[src/rtl/asf_pkg.sv]
package asf_pkg;
  localparam int DATA_W = 32;
  localparam int BYTE_W = 8;
  localparam int NSIZES = 3;
  localparam int FLAG_N = 6;
  localparam int NIB_W  = BYTE_W / 2;

  typedef enum logic [1:0] {
    SZ_B8   = 2'd0,
    SZ_B16  = 2'd1,
    SZ_B32  = 2'd2,
    SZ_RSVD = 2'd3
  } asf_size_e;

  typedef struct packed {
    logic ovf;
    logic sgn;
    logic zro;
    logic aux;
    logic par;
    logic cry;
  } asf_flags_t;
endpackage

[src/rtl/asf_size_view.sv]
module asf_size_view
  import asf_pkg::*;
(
  input  logic [DATA_W-1:0] a,
  input  logic [DATA_W-1:0] b,
  input  logic [DATA_W-1:0] r,
  input  logic [1:0]        size_sel,
  output logic              top_a,
  output logic              top_b,
  output logic              top_r,
  output logic              zero
);
  logic [NSIZES-1:0] ta_v, tb_v, tr_v, z_v;
  logic [1:0]        idx;

  for (genvar g = 0; g < NSIZES; g++) begin : g_lane
    localparam int W = BYTE_W << g;
    assign ta_v[g] = a[W-1];
    assign tb_v[g] = b[W-1];
    assign tr_v[g] = r[W-1];
    assign z_v[g]  = ~|r[W-1:0];
  end

  always_comb begin
    idx = (asf_size_e'(size_sel) == SZ_RSVD) ? 2'(SZ_B32) : size_sel;
    top_a = ta_v[idx];
    top_b = tb_v[idx];
    top_r = tr_v[idx];
    zero  = z_v[idx];
  end
endmodule

[src/rtl/asf_carry_probe.sv]
module asf_carry_probe (
  input  logic sub,
  input  logic top_a,
  input  logic top_b,
  input  logic top_r,
  input  logic a4,
  input  logic b4,
  input  logic r4,
  output logic cry,
  output logic ovf,
  output logic aux
);
  logic cin_top, cout_top;

  always_comb begin
    cin_top  = top_a ^ top_b ^ top_r;
    if (sub) cout_top = (~top_a & top_b) | (cin_top & ~(top_a ^ top_b));
    else     cout_top = (top_a & top_b) | (cin_top & (top_a ^ top_b));
    cry = cout_top;
    ovf = cin_top ^ cout_top;
    aux = a4 ^ b4 ^ r4;
  end

  // overflow agrees with the sign-pattern rule
  always_comb begin
    a_r3_ovf_sign_rule: assert (ovf == (sub ? ((top_a != top_b) && (top_r != top_a))
                                            : ((top_a == top_b) && (top_r != top_a))))
      else $error("overflow disagrees with sign rule");
  end
endmodule

[src/rtl/asf_parity.sv]
module asf_parity #(
  parameter int W = 8
) (
  input  logic [W-1:0] bits,
  output logic         even
);
  logic [W:0] chain;
  assign chain[0] = 1'b1;
  for (genvar i = 0; i < W; i++) begin : g_x
    assign chain[i+1] = chain[i] ^ bits[i];
  end
  assign even = chain[W];

  // parity reflects an even count of ones
  always_comb begin
    a_r6_even_ones: assert (even == ($countones(bits) % 2 == 0))
      else $error("parity mismatch");
  end
endmodule

[src/rtl/asf_flag_unit.sv]
module asf_flag_unit
  import asf_pkg::*;
(
  input  logic              clk,
  input  logic              rst_n,
  input  logic [DATA_W-1:0] opnd_a,
  input  logic [DATA_W-1:0] opnd_b,
  input  logic [DATA_W-1:0] result,
  input  logic              op_sub,
  input  logic [1:0]        size_sel,
  input  logic              flag_we,
  output logic [FLAG_N-1:0] flags_q
);
  logic       top_a, top_b, top_r, zero;
  logic       cry, ovf, aux, par;
  asf_flags_t nxt, cur;

  asf_size_view u_view (
    .a(opnd_a), .b(opnd_b), .r(result), .size_sel(size_sel),
    .top_a(top_a), .top_b(top_b), .top_r(top_r), .zero(zero)
  );

  asf_carry_probe u_probe (
    .sub(op_sub), .top_a(top_a), .top_b(top_b), .top_r(top_r),
    .a4(opnd_a[NIB_W]), .b4(opnd_b[NIB_W]), .r4(result[NIB_W]),
    .cry(cry), .ovf(ovf), .aux(aux)
  );

  asf_parity #(.W(BYTE_W)) u_par (
    .bits(result[BYTE_W-1:0]), .even(par)
  );

  always_comb begin
    nxt.ovf = ovf;
    nxt.sgn = top_r;
    nxt.zro = zero;
    nxt.aux = aux;
    nxt.par = par;
    nxt.cry = cry;
  end

  always_ff @(posedge clk or negedge rst_n) begin
    if (!rst_n)       cur <= '0;
    else if (flag_we) cur <= nxt;
  end

  assign flags_q = cur;

  logic [BYTE_W:0] chk_sum8, chk_dif8;
  assign chk_sum8 = {1'b0, opnd_a[BYTE_W-1:0]} + {1'b0, opnd_b[BYTE_W-1:0]};
  assign chk_dif8 = {1'b0, opnd_a[BYTE_W-1:0]} - {1'b0, opnd_b[BYTE_W-1:0]};


  a_r8_hold_idle: assert property (@(posedge clk) disable iff (!rst_n)
    !flag_we |=> $stable(flags_q));

  a_r4_zero_not_negative: assert property (@(posedge clk) disable iff (!rst_n)
    flag_we |=> !(flags_q[3] && flags_q[4]));

  a_r1_byte_add_carry: assert property (@(posedge clk) disable iff (!rst_n)
    (flag_we && !op_sub && size_sel == 2'd0 && result[BYTE_W-1:0] == chk_sum8[BYTE_W-1:0])
    |=> flags_q[0] == $past(chk_sum8[BYTE_W]));

  a_r2_byte_sub_borrow: assert property (@(posedge clk) disable iff (!rst_n)
    (flag_we && op_sub && size_sel == 2'd0 && result[BYTE_W-1:0] == chk_dif8[BYTE_W-1:0])
    |=> flags_q[0] == $past(chk_dif8[BYTE_W]));
endmodule

[config.mk]
export PLATFORM = sky130hd
export DESIGN_NAME = asf_flag_unit
export DESIGN_NICKNAME = d
export VERILOG_FILES = /design/src/rtl/asf_pkg.sv /design/src/rtl/asf_size_view.sv /design/src/rtl/asf_carry_probe.sv /design/src/rtl/asf_parity.sv /design/src/rtl/asf_flag_unit.sv
export SDC_FILE = /design/constraint.sdc
export NUM_CORES = 1
export LEC_CHECK = 0
export CORE_AREA = 3 3 58 60
export DETAILED_ROUTE_END_ITERATION = 7
export DIE_AREA = 0 0 61 63
export GPL_ROUTABILITY_DRIVEN = 0
export HOLD_SLACK_MARGIN = 0.06
export PLACE_DENSITY_LB_ADDON = 0.2
export REMOVE_ABC_BUFFERS = 1
export SLEW_MARGIN = 20
export SYNTH_ARGS = -nofsm -noshare
export SYNTH_HDL_FRONTEND = slang
export SYNTH_SLANG_ARGS = --single-unit
[constraint.sdc]
create_clock -name clk -period 1 [get_ports clk]
set_input_delay 0.15 -clock clk [delete_from_list [all_inputs] [get_ports clk]]
set_output_delay 0.15 -clock clk [all_outputs]
set_load 0.05 [all_outputs]
After elaboration in Yosys (flattened, before gate mapping)
Cells that the tools add are included.
{"block": "totals", "ff_bits": 6, "input_bits": 102, "output_inout_bits": 6, "word_cells": 45}
{"block": "op_classes", "order_cmp": 1, "n_eq_ne": 1, "muxes": 10, "n_bitwise": 21, "reduce_logical": 6}
{"op": "32-bit OR reduction", "n": 1}
{"op": "16-bit OR reduction", "n": 1}
{"op": "1-bit XOR", "n": 12}
{"op": "1-bit binary-select mux with 2-bit select", "n": 4}
{"op": "8-bit OR reduction", "n": 1}
{"op": "1-bit two-way mux", "n": 5}
{"op": "1-bit AND", "n": 4}
{"op": "1-bit logical NOT", "n": 3}
{"op": "2-bit by 3-bit < comparator with 1-bit output (second input constant)", "n": 1}
{"op": "1-bit inverter", "n": 3}
{"op": "2-bit == test (second input constant)", "n": 1}
{"op": "2-bit two-way mux", "n": 1}
{"op": "1-bit bitwise OR", "n": 2}

Logic depth before layout (Yosys ltp)
Gate-level depths: netlist (run 1).
{"block": "logic_depth", "depth_word": 10, "ltp_mapped": 7, "ltp_nobuf": 7}

Modules after synthesis
A second synthesis (run 1) with hierarchy kept.
{"block": "hier_totals", "hier_cells": 51, "area_unflattened_um2": 576.8}
{"mod": "asf_flag_unit", "instances": 1, "cells_per_inst": 13, "area_per_inst_um2": 251.5, "seq_area_each_um2": 150.1}
{"mod": "asf_size_view", "instances": 1, "cells_per_inst": 22, "area_per_inst_um2": 172.7, "seq_area_each_um2": 0.0}
{"mod": "asf_carry_probe", "instances": 1, "cells_per_inst": 9, "area_per_inst_um2": 91.3, "seq_area_each_um2": 0.0}
{"mod": "asf_parity", "instances": 1, "cells_per_inst": 7, "area_per_inst_um2": 61.3, "seq_area_each_um2": 0.0}

Worst setup path after synthesis (run 1)
Ideal clock, no wire load.
{"block": "synth_timing", "path_type": "input-to-reg", "startpoint": "input port size_sel[0]", "endpoint": "register cur (netlist bit flags_q[5])", "setup_time_ps": 137, "arrival_time_ps": 1360, "required_ps": 863, "setup_slack_ps": -497, "cell_stages": 7, "path_buffers": 0, "path_cell_list": "mux2i_1 o21ai_1 inv_1 fa_1 mux2i_1 xnor2_1 a21oi_1"}
{"block": "synth_between", "elab_cells_between_ends": 20, "classes_between": "eq/ne (1); mux (8); bitwise (11)"}
{"element": "start: declaration", "line": "asf_flag_unit.sv:10", "text": "input logic [1:0] size_sel,"}
{"element": "2-bit == test", "line": "asf_size_view.sv:25", "text": "idx = (asf_size_e'(size_sel) == SZ_RSVD) ? 2'(SZ_B32) : size_sel;"}
{"element": "2-bit two-way mux *", "line": "asf_size_view.sv:25"}
{"element": "1-bit binary-select mux with 2-bit select *", "line": "asf_size_view.sv:28", "text": "top_r = tr_v[idx];"}
{"element": "1-bit two-way mux (not written as such) *", "line": "asf_size_view.sv:28"}
{"element": "via top_r", "line": "asf_flag_unit.sv:14", "text": "logic top_a, top_b, top_r, zero;"}
{"element": "1-bit XOR *", "line": "asf_carry_probe.sv:16", "text": "cin_top = top_a ^ top_b ^ top_r;"}
{"element": "1-bit AND (on tied branches)", "line": "asf_carry_probe.sv:18, asf_carry_probe.sv:17"}
{"element": "1-bit bitwise OR (on tied branches)", "line": "asf_carry_probe.sv:18, asf_carry_probe.sv:17"}
{"element": "1-bit two-way mux", "line": "asf_carry_probe.sv:17", "text": "if (sub) cout_top = (~top_a & top_b) | (cin_top & ~(top_a ^ top_b));"}
{"element": "1-bit XOR *", "line": "asf_carry_probe.sv:20", "text": "ovf = cin_top ^ cout_top;"}
{"element": "end signal: assignment", "line": "asf_flag_unit.sv:44", "text": "else if (flag_we) cur <= nxt;"}
{"element": "end: declaration", "line": "asf_flag_unit.sv:16", "text": "asf_flags_t nxt, cur;"}
Mark *: on every way through the listed nets, which the timed path passes. The rest lies on a longest branch. The select of a mux whose other input is x is not followed.
A chain may end at the register's enable or synchronous reset.

Worst setup path after layout (run 1)
{"block": "layout_timing", "startpoint": "input port size_sel[1]", "endpoint": "register cur (netlist bit flags_q[5])"}
{"block": "layout_between", "elab_chain_cells": 10, "elab_cells_between_ends": 20, "classes_between": "eq/ne (1); mux (8); bitwise (11)"}
{"element": "2-bit == test", "line": "asf_size_view.sv:25"}
{"element": "2-bit two-way mux *", "line": "asf_size_view.sv:25"}
{"element": "1-bit binary-select mux with 2-bit select (on tied branches)", "line": "asf_size_view.sv:26, asf_size_view.sv:27"}
{"element": "1-bit two-way mux (on tied branches)", "line": "asf_size_view.sv:26, asf_size_view.sv:27"}
{"element": "1-bit XOR", "line": "asf_carry_probe.sv:16, asf_carry_probe.sv:17, asf_carry_probe.sv:18"}
{"element": "1-bit XOR / 1-bit inverter (equally long branches)", "line": "asf_carry_probe.sv:16, asf_carry_probe.sv:17"}
{"element": "1-bit AND (on tied branches)", "line": "asf_carry_probe.sv:18, asf_carry_probe.sv:17"}
{"element": "1-bit bitwise OR (on tied branches)", "line": "asf_carry_probe.sv:18, asf_carry_probe.sv:17"}
{"element": "1-bit two-way mux", "line": "asf_carry_probe.sv:17"}
{"element": "1-bit XOR *", "line": "asf_carry_probe.sv:20"}
Mark *: on every way between the ends. The rest lies on a longest branch, timed or not. The select of a mux whose other input is x is not followed.

==> results of run 1 <==
[worst max path at each step]
stage	to	slack, ps	start
after floorplan	flags_q[5]$_DFFE_PN0P_	-480	size_sel[0]
after global placement	flags_q[5]$_DFFE_PN0P_	-1120	size_sel[0]
after detailed placement	flags_q[5]$_DFFE_PN0P_	-1150	size_sel[0]
after CTS	flags_q[5]$_DFFE_PN0P_	-330	size_sel[0]
after global routing	flags_q[5]$_DFFE_PN0P_	-410	size_sel[0]
final	flags_q[5]$_DFFE_PN0P_	-340	size_sel[1]
[cells by family (layout without fill, tap and decap cells)]
family                     count (synthesis)  count (layout)  share of synthesized area (%)
AOI/OAI and AO/OA                          8               8                           9.49
xor gates and xnor gates                   9               9                           15.3
adders and majority gates                  3               3                           10.2
buffers and inverters                      6              67                           4.38
DFF                                        6               6                           29.2
muxes                                      7               7                           14.4
and+or+nand+nor                           16              16                           17.0
[cell type report]
cell class | instances | share of cell area, %
inverters | 5 | 1.67
flip-flops and latches | 6 | 11.8
well taps | 33 | 3.23
repair buffers | 59 | 49.2
clock buffers | 3 | 1.76
multi-input cells | 43 | 32.4
[routing by layer]
| metal | GRT usage [%] | vias to the layer above | share of wire [%] |
|---|---|---|---|
| met5 | 0 | - | 0 |
| met4 | 2.44 | 0 | 0.70 |
| met3 | 2.89 | 2 | 15 |
| li1 | - | 316 | - |
| met2 | 17.6 | 42 | 47 |
| met1 | 10.0 | 292 | 37 |
[layout by cell type (no fill, tap or decap), types with 2 or more instances in the layout]
cell             netlist  final
a21oi_1                3      2
buf_12                 0      7
clkbuf_4               0      3
o21ai_2                0      2
nor4_4                 0      2
buf_4                  0      6
clkdlybuf4s50_1        0     26
fa_2                   0      2
buf_6                  0      3
inv_1                  5      2
clkdlybuf4s15_1        0      2
nor4_1                 6      4
dlygate4sd2_1          0      8
nor2_1                 3      2
dfrtp_1                6      6
buf_2                  0      4
nand2_1                4      4
mux2_2                 3      3
xnor2_1                7      7
mux2i_1                4      3
inv_2                  0      2
[through the flow]
step / hold slack (ps) / power (W) / instance area [µm²] / TNS [ps] / setup WS, ps
2_1_floorplan: -146 / 0.000650 / 510 / -977 / -483
3_3_place_gp: 407 / 0.00114 / 1190 / -4340 / -1120
3_5_place_dp: 405 / 0.00114 / 1190 / -4450 / -1150
4_1_cts: 158 / 0.00137 / 1240 / -860 / -332
5_1_grt: 167 / 0.00145 / 1280 / -1070 / -411
6_report: 153 / 0.00137 / 1280 / -841 / -340
[power by group]
part	total (W)	switching, W	leakage (nW)	internal [W]
combinational	0.000820	0.000355	0.443	0.000465
clock	0.000209	0.0000737	0.0138	0.000135
sequential	0.000345	0.0000538	0.0718	0.000292
[timing repair]
action | in CTS | in global routing
gates resized for setup | 57 | 7
pin swaps | 18 | 6
buffers inserted | 1 | 0
endpoints found under the setup margin | 6 | 5
[worst max-delay path: stages]
cell	delay [ps]
clkdlybuf4s15_2	240
nand2_1	90
o21ai_2	60
buf_4	140
fa_2	370
mux2i_2	180
xnor2_1	140
a21oi_1	70
[Yosys cell counts]
| master | instances |
|---|---|
| mux2_2 | 3 |
| clkbuf_1 | 1 |
| nand2_1 | 4 |
| inv_1 | 5 |
| nor4_2 | 1 |
| a32o_1 | 1 |
| o21ai_0 | 1 |
| o22ai_1 | 1 |
| nand4_1 | 1 |
| a21oi_1 | 3 |
| nor2_1 | 3 |
| fa_1 | 2 |
| dfrtp_1 | 6 |
| ha_1 | 1 |
| nor3_1 | 1 |
| mux2i_1 | 4 |
| xnor2_1 | 7 |
| nor4_1 | 6 |
| o21ai_1 | 1 |
| a21boi_1 | 1 |
| xor2_1 | 2 |
==> metrics.csv, run 1 <==
metric;value;unit
netlist_instances;55;
insertion_delay;230;ps
dpl.hpwl;1.71;mm
drive_gt1_share;37.1;%
synth.top_cell.area_share;29.2;%
fin_util;42.9;%
final.setup_skew;0;ps
ff_latch_area;150;µm²
area_growth_syn_to_layout;148;%
synth_area;514;µm²
route.detailed.drc;0;
syn_avg_cell_area;9.35;µm²
vias_per_cell;4.38;
critPathLaunchType;input port;
dp.cells;145;
regToRegSetupSlack;190;ps
clkTransAtPathRegs;40;ps
synth_cell_types;21;
ios;108;
cp.required;1110;ps
diodes;0;
power_density;1080;mW/mm²
routedWlPerCell;13.3;µm
slew_headroom;82.0;%
root_buffer;clkbuf_4;
drtPass1Iterations;2;
yosysTopAreaCell;dfrtp_1;
cp_max_fo;6;
grt_overflow_total;0;
worstHoldPathType;input port to async pin;
io_buffers;51;
crit_arrival;1450;ps
slew_violations;0;
fill_cells;297;
status;complete, but fails checks;
drtIter0Drc;7;
critPathKind;input port to register;
start_util;17.3;%
setup_ws;-340;ps
p_leak;0.529;nW
setup_viol_count_final;3;
htree_levels;1;
worstRegToRegCells;1;
synth_area_leaders;dfrtp_1 (29%), xnor2_1 (12%), fa_1 (7.8%);
ys_seq_elements;6;
core_area;0.00298;mm²
tightest_slew;267;ps
hold_violations;0;
synth-seq-area-share;29.2;%
ir_drop;465;µV
numCtsBuffers;3;
critPathCaptureType;register;
period_share;134;%
clock_path_buffers;2;
fp.dieH;63;µm
yosys_warnings;0;
grt_setup_unrepaired;yes;
grt_pass1_wl;2.84;mm
r2r_start;flags_q[0]$_DFFE_PN0P_;
grt_pass1_vias;670;
holdBufCountCts;0;
antenna_found_initial;0;
totalWireLength;1.99;mm
multiInputGateArea;414;µm²
rows;20;
clock.fmax;746;MHz
final-instance-count-excl-fill;149;
vias;652;
violations;negative setup slack;
drv_cap;0;
fp.dieW;61;µm
finalCriticalPeriod;1340;ps
ant_nets;0;
cts_tree;yes;
grt_usage;9.54;%
cts_sinks;6;
largest_reg_flops;6;
r2r-end;flags_q[0]$_DFFE_PN0P_;
final_nets;223;
dieArea;0.00384;mm²
grt_max_degree;10;
No activity file was read; power rests on OpenSTA's default activity.
==> inputs of run 2 (changes only) <==
GPL_TIMING_DRIVEN = 1   (was unset)
clock period = 1.4 ns   (was 1 ns; I/O delays follow)
==> run 2 against run 1 <==
The run still ends with negative setup slack left. Hold slack gained 54 ps. Worst setup slack better by 320 ps. Clock-buffer cell count unchanged. Design area shrank 1.4%. Final cell count shrank 1.3%. Via count down 2.1%. Critical path type unchanged. Largest power group unchanged. Highest routed layer unchanged.
==> metrics.csv, run 2 (synthesis results as in run 1) <==
metric;value;unit;change
ir_drop;374;µV;was 465 µV
insertion_delay;240;ps;was 230 ps
cp_max_fo;4;;was 6
grt_overflow_total;0;;unchanged
setup_ws;-22.7;ps;was -340 ps
violations;negative setup slack;;unchanged
p_sw_share;35.3;%;was 35.1%
core_area;0.00298;mm²;unchanged
ant_nets;0;;unchanged
vias;638;;was 652
grt_pass1_wl;2.94;mm;was 2.84 mm
cp_top_family;adder cells;;was buffers and inverters
vias_per_cell;4.34;;was 4.38
dpl.hpwl;1.72;mm;was 1.71 mm
drive_gt1_share;31.6;%;was 37.1%
final_common_cell;clkdlybuf4s50_1;;unchanged
power.internal;0.000647;W;was 0.000891 W
busiest_layer;met2;;unchanged
power_density;793;mW/mm²;was 1080 mW/mm²
io_buffers;51;;unchanged
grt_max_degree;10;;unchanged
fp.dieH;63;µm;unchanged
crit_arrival;1580;ps;was 1450 ps
start_util;17.3;%;unchanged
worstRegToRegCells;1;;unchanged
drtPass1Iterations;4;;was 2
numCtsBuffers;3;;unchanged
r2r-end;flags_q[0]$_DFFE_PN0P_;;unchanged
totalWireLength;2.07;mm;was 1.99 mm
cts_sinks;6;;unchanged
period_share;102;%;
slew_headroom;80.8;%;was 82.0%
cp.required;1560;ps;was 1110 ps
fin_util;42.3;%;was 42.9%
dp.cells;144;;was 145
p_comb_share;59.9;%;was 59.7%
worstSetupEndpoint;flags_q[5]$_DFFE_PN0P_;;unchanged
drtIter0Drc;22;;was 7
antenna_found_initial;0;;unchanged
root_buffer;clkbuf_4;;unchanged
grtUsageMet1;13.0;%;was 10.0%
final-instance-count-excl-fill;147;;was 149
area_growth_syn_to_layout;145;%;was 148%
status;complete, but fails checks;;unchanged
routedWlPerCell;14.1;µm;was 13.3 µm
ios;108;;unchanged
grt_pass1_vias;633;;was 670
htree_levels;1;;unchanged
grt_usage;10.1;%;was 9.54%
clkTransAtPathRegs;40;ps;about the same
grt_setup_unrepaired;yes;;unchanged
met2_usage;15.8;%;was 17.6%
sequentialPowerShare;24.7;%;was 25.1%
final_nets;221;;was 223
cts_tree;yes;;unchanged
final.setup.tns;-22.7;ps;was -841 ps
clock_path_buffers;2;;unchanged
diodes;0;;unchanged
rows;20;;unchanged
crit_cells;8;;unchanged
worstHoldPathType;input port to async pin;;unchanged
setup_viol_count_final;1;;was 3
route.detailed.drc;0;;unchanged
post-place-ws;-870;ps;was -1150 ps
worstPathCellList;buf_8 > buf_6 > mux2i_2 > nor2_2 > a21oi_4 > fa_2 > xnor2_2 > a21oi_1;;was clkdlybuf4s15_2 > nand2_1 > o21ai_2 > buf_4 > fa_2 > mux2i_2 > xnor2_1 > a21oi_1
worst-path-buf-inv;2;;unchanged
clock.fmax;703;MHz;
finalCriticalPeriod;1420;ps;
critPathKind;input port to register;;unchanged
cpMaxStageDelayCell;fa_2;;unchanged
totalPowerFinal;0.00100;W;was 0.00137 W
fp.dieW;61;µm;unchanged
dieArea;0.00384;mm²;unchanged
startpoint;size_sel[0];;was size_sel[1]
tightest_slew;285;ps;was 267 ps
critPathLaunchType;input port;;unchanged
postCtsSetupBuffers;0;;was 1
r2r_start;flags_q[0]$_DFFE_PN0P_;;unchanged
p_clk_share;15.4;%;was 15.2%
final_cell_mix;clkdlybuf4s50_1 (32), buf_12 (7), xnor2_1 (6), dfrtp_1 (6);;was clkdlybuf4s50_1 (26), dlygate4sd2_1 (8), xnor2_1 (7), buf_12 (7)
final.setup_skew;0;ps;unchanged
drv_cap;0;;unchanged
p_leak;0.512;nW;was 0.529 nW
grt_use_met3;3.10;%;was 2.89%
largest_reg_flops;6;;unchanged
p_switching;0.000353;W;was 0.000482 W
max_stage_delay;480;ps;was 370 ps
regToRegSetupSlack;600;ps;was 190 ps
critPathCaptureType;register;;unchanged
hold_violations;0;;unchanged
slew_violations;0;;unchanged
==> run 2: layout make-up <==
class	instances	area (µm²)
timing repair buffer	57	619
clock buffer	3	22.5
tap	33	41.3
inverter	5	18.8
sequential	6	150
fill	303	1720
multi-input combinational	43	408
==> run 2: repair_timing <==
action                                  in CTS  in global routing
gates resized for setup                     37                 13
hold buffers                                 0                  0
endpoints found under the setup margin       4                  3
pin swaps                                   11                  6
==> run 2: per-layer routing <==
metal,up-vias,wire length [µm]
met1,277,871
met3,2,265
met4,0,17
met5,-,0
met2,44,917
li1,315,-
==> run 2: power groups by stage <==
stage	Sequential [W]	Combinational, W	Clock, W
2_1_floorplan	0.000348	0.000116	0
3_3_place_gp	0.000249	0.000564	0
3_5_place_dp	0.000251	0.000567	0
4_1_cts	0.000248	0.000572	0.000161
5_1_grt	0.000252	0.000636	0.000173
6_report	0.000247	0.000599	0.000154
==> run 2: metrics by stage <==
stage          hold slack [ps]  area (µm²)
2_1_floorplan            -85.6         510
3_3_place_gp               467        1180
3_5_place_dp               468        1180
4_1_cts                    212        1200
5_1_grt                    214        1260
6_report                   207        1260
==> run 2: worst min path at each step <==
| stage | end | cells past startpoint | from | slack [ps] |
|---|---|---|---|---|
| after global routing | flags_q[4]$_DFFE_PN0P_ | 1 | rst_n | 210 |
| after global placement | flags_q[2]$_DFFE_PN0P_ | 1 | rst_n | 470 |
| after CTS | flags_q[0]$_DFFE_PN0P_ | 1 | rst_n | 210 |
| after detailed placement | flags_q[2]$_DFFE_PN0P_ | 1 | rst_n | 470 |
| after floorplan | flags_q[0]$_DFFE_PN0P_ | 0 | rst_n | -90 |
| final | flags_q[4]$_DFFE_PN0P_ | 1 | rst_n | 210 |
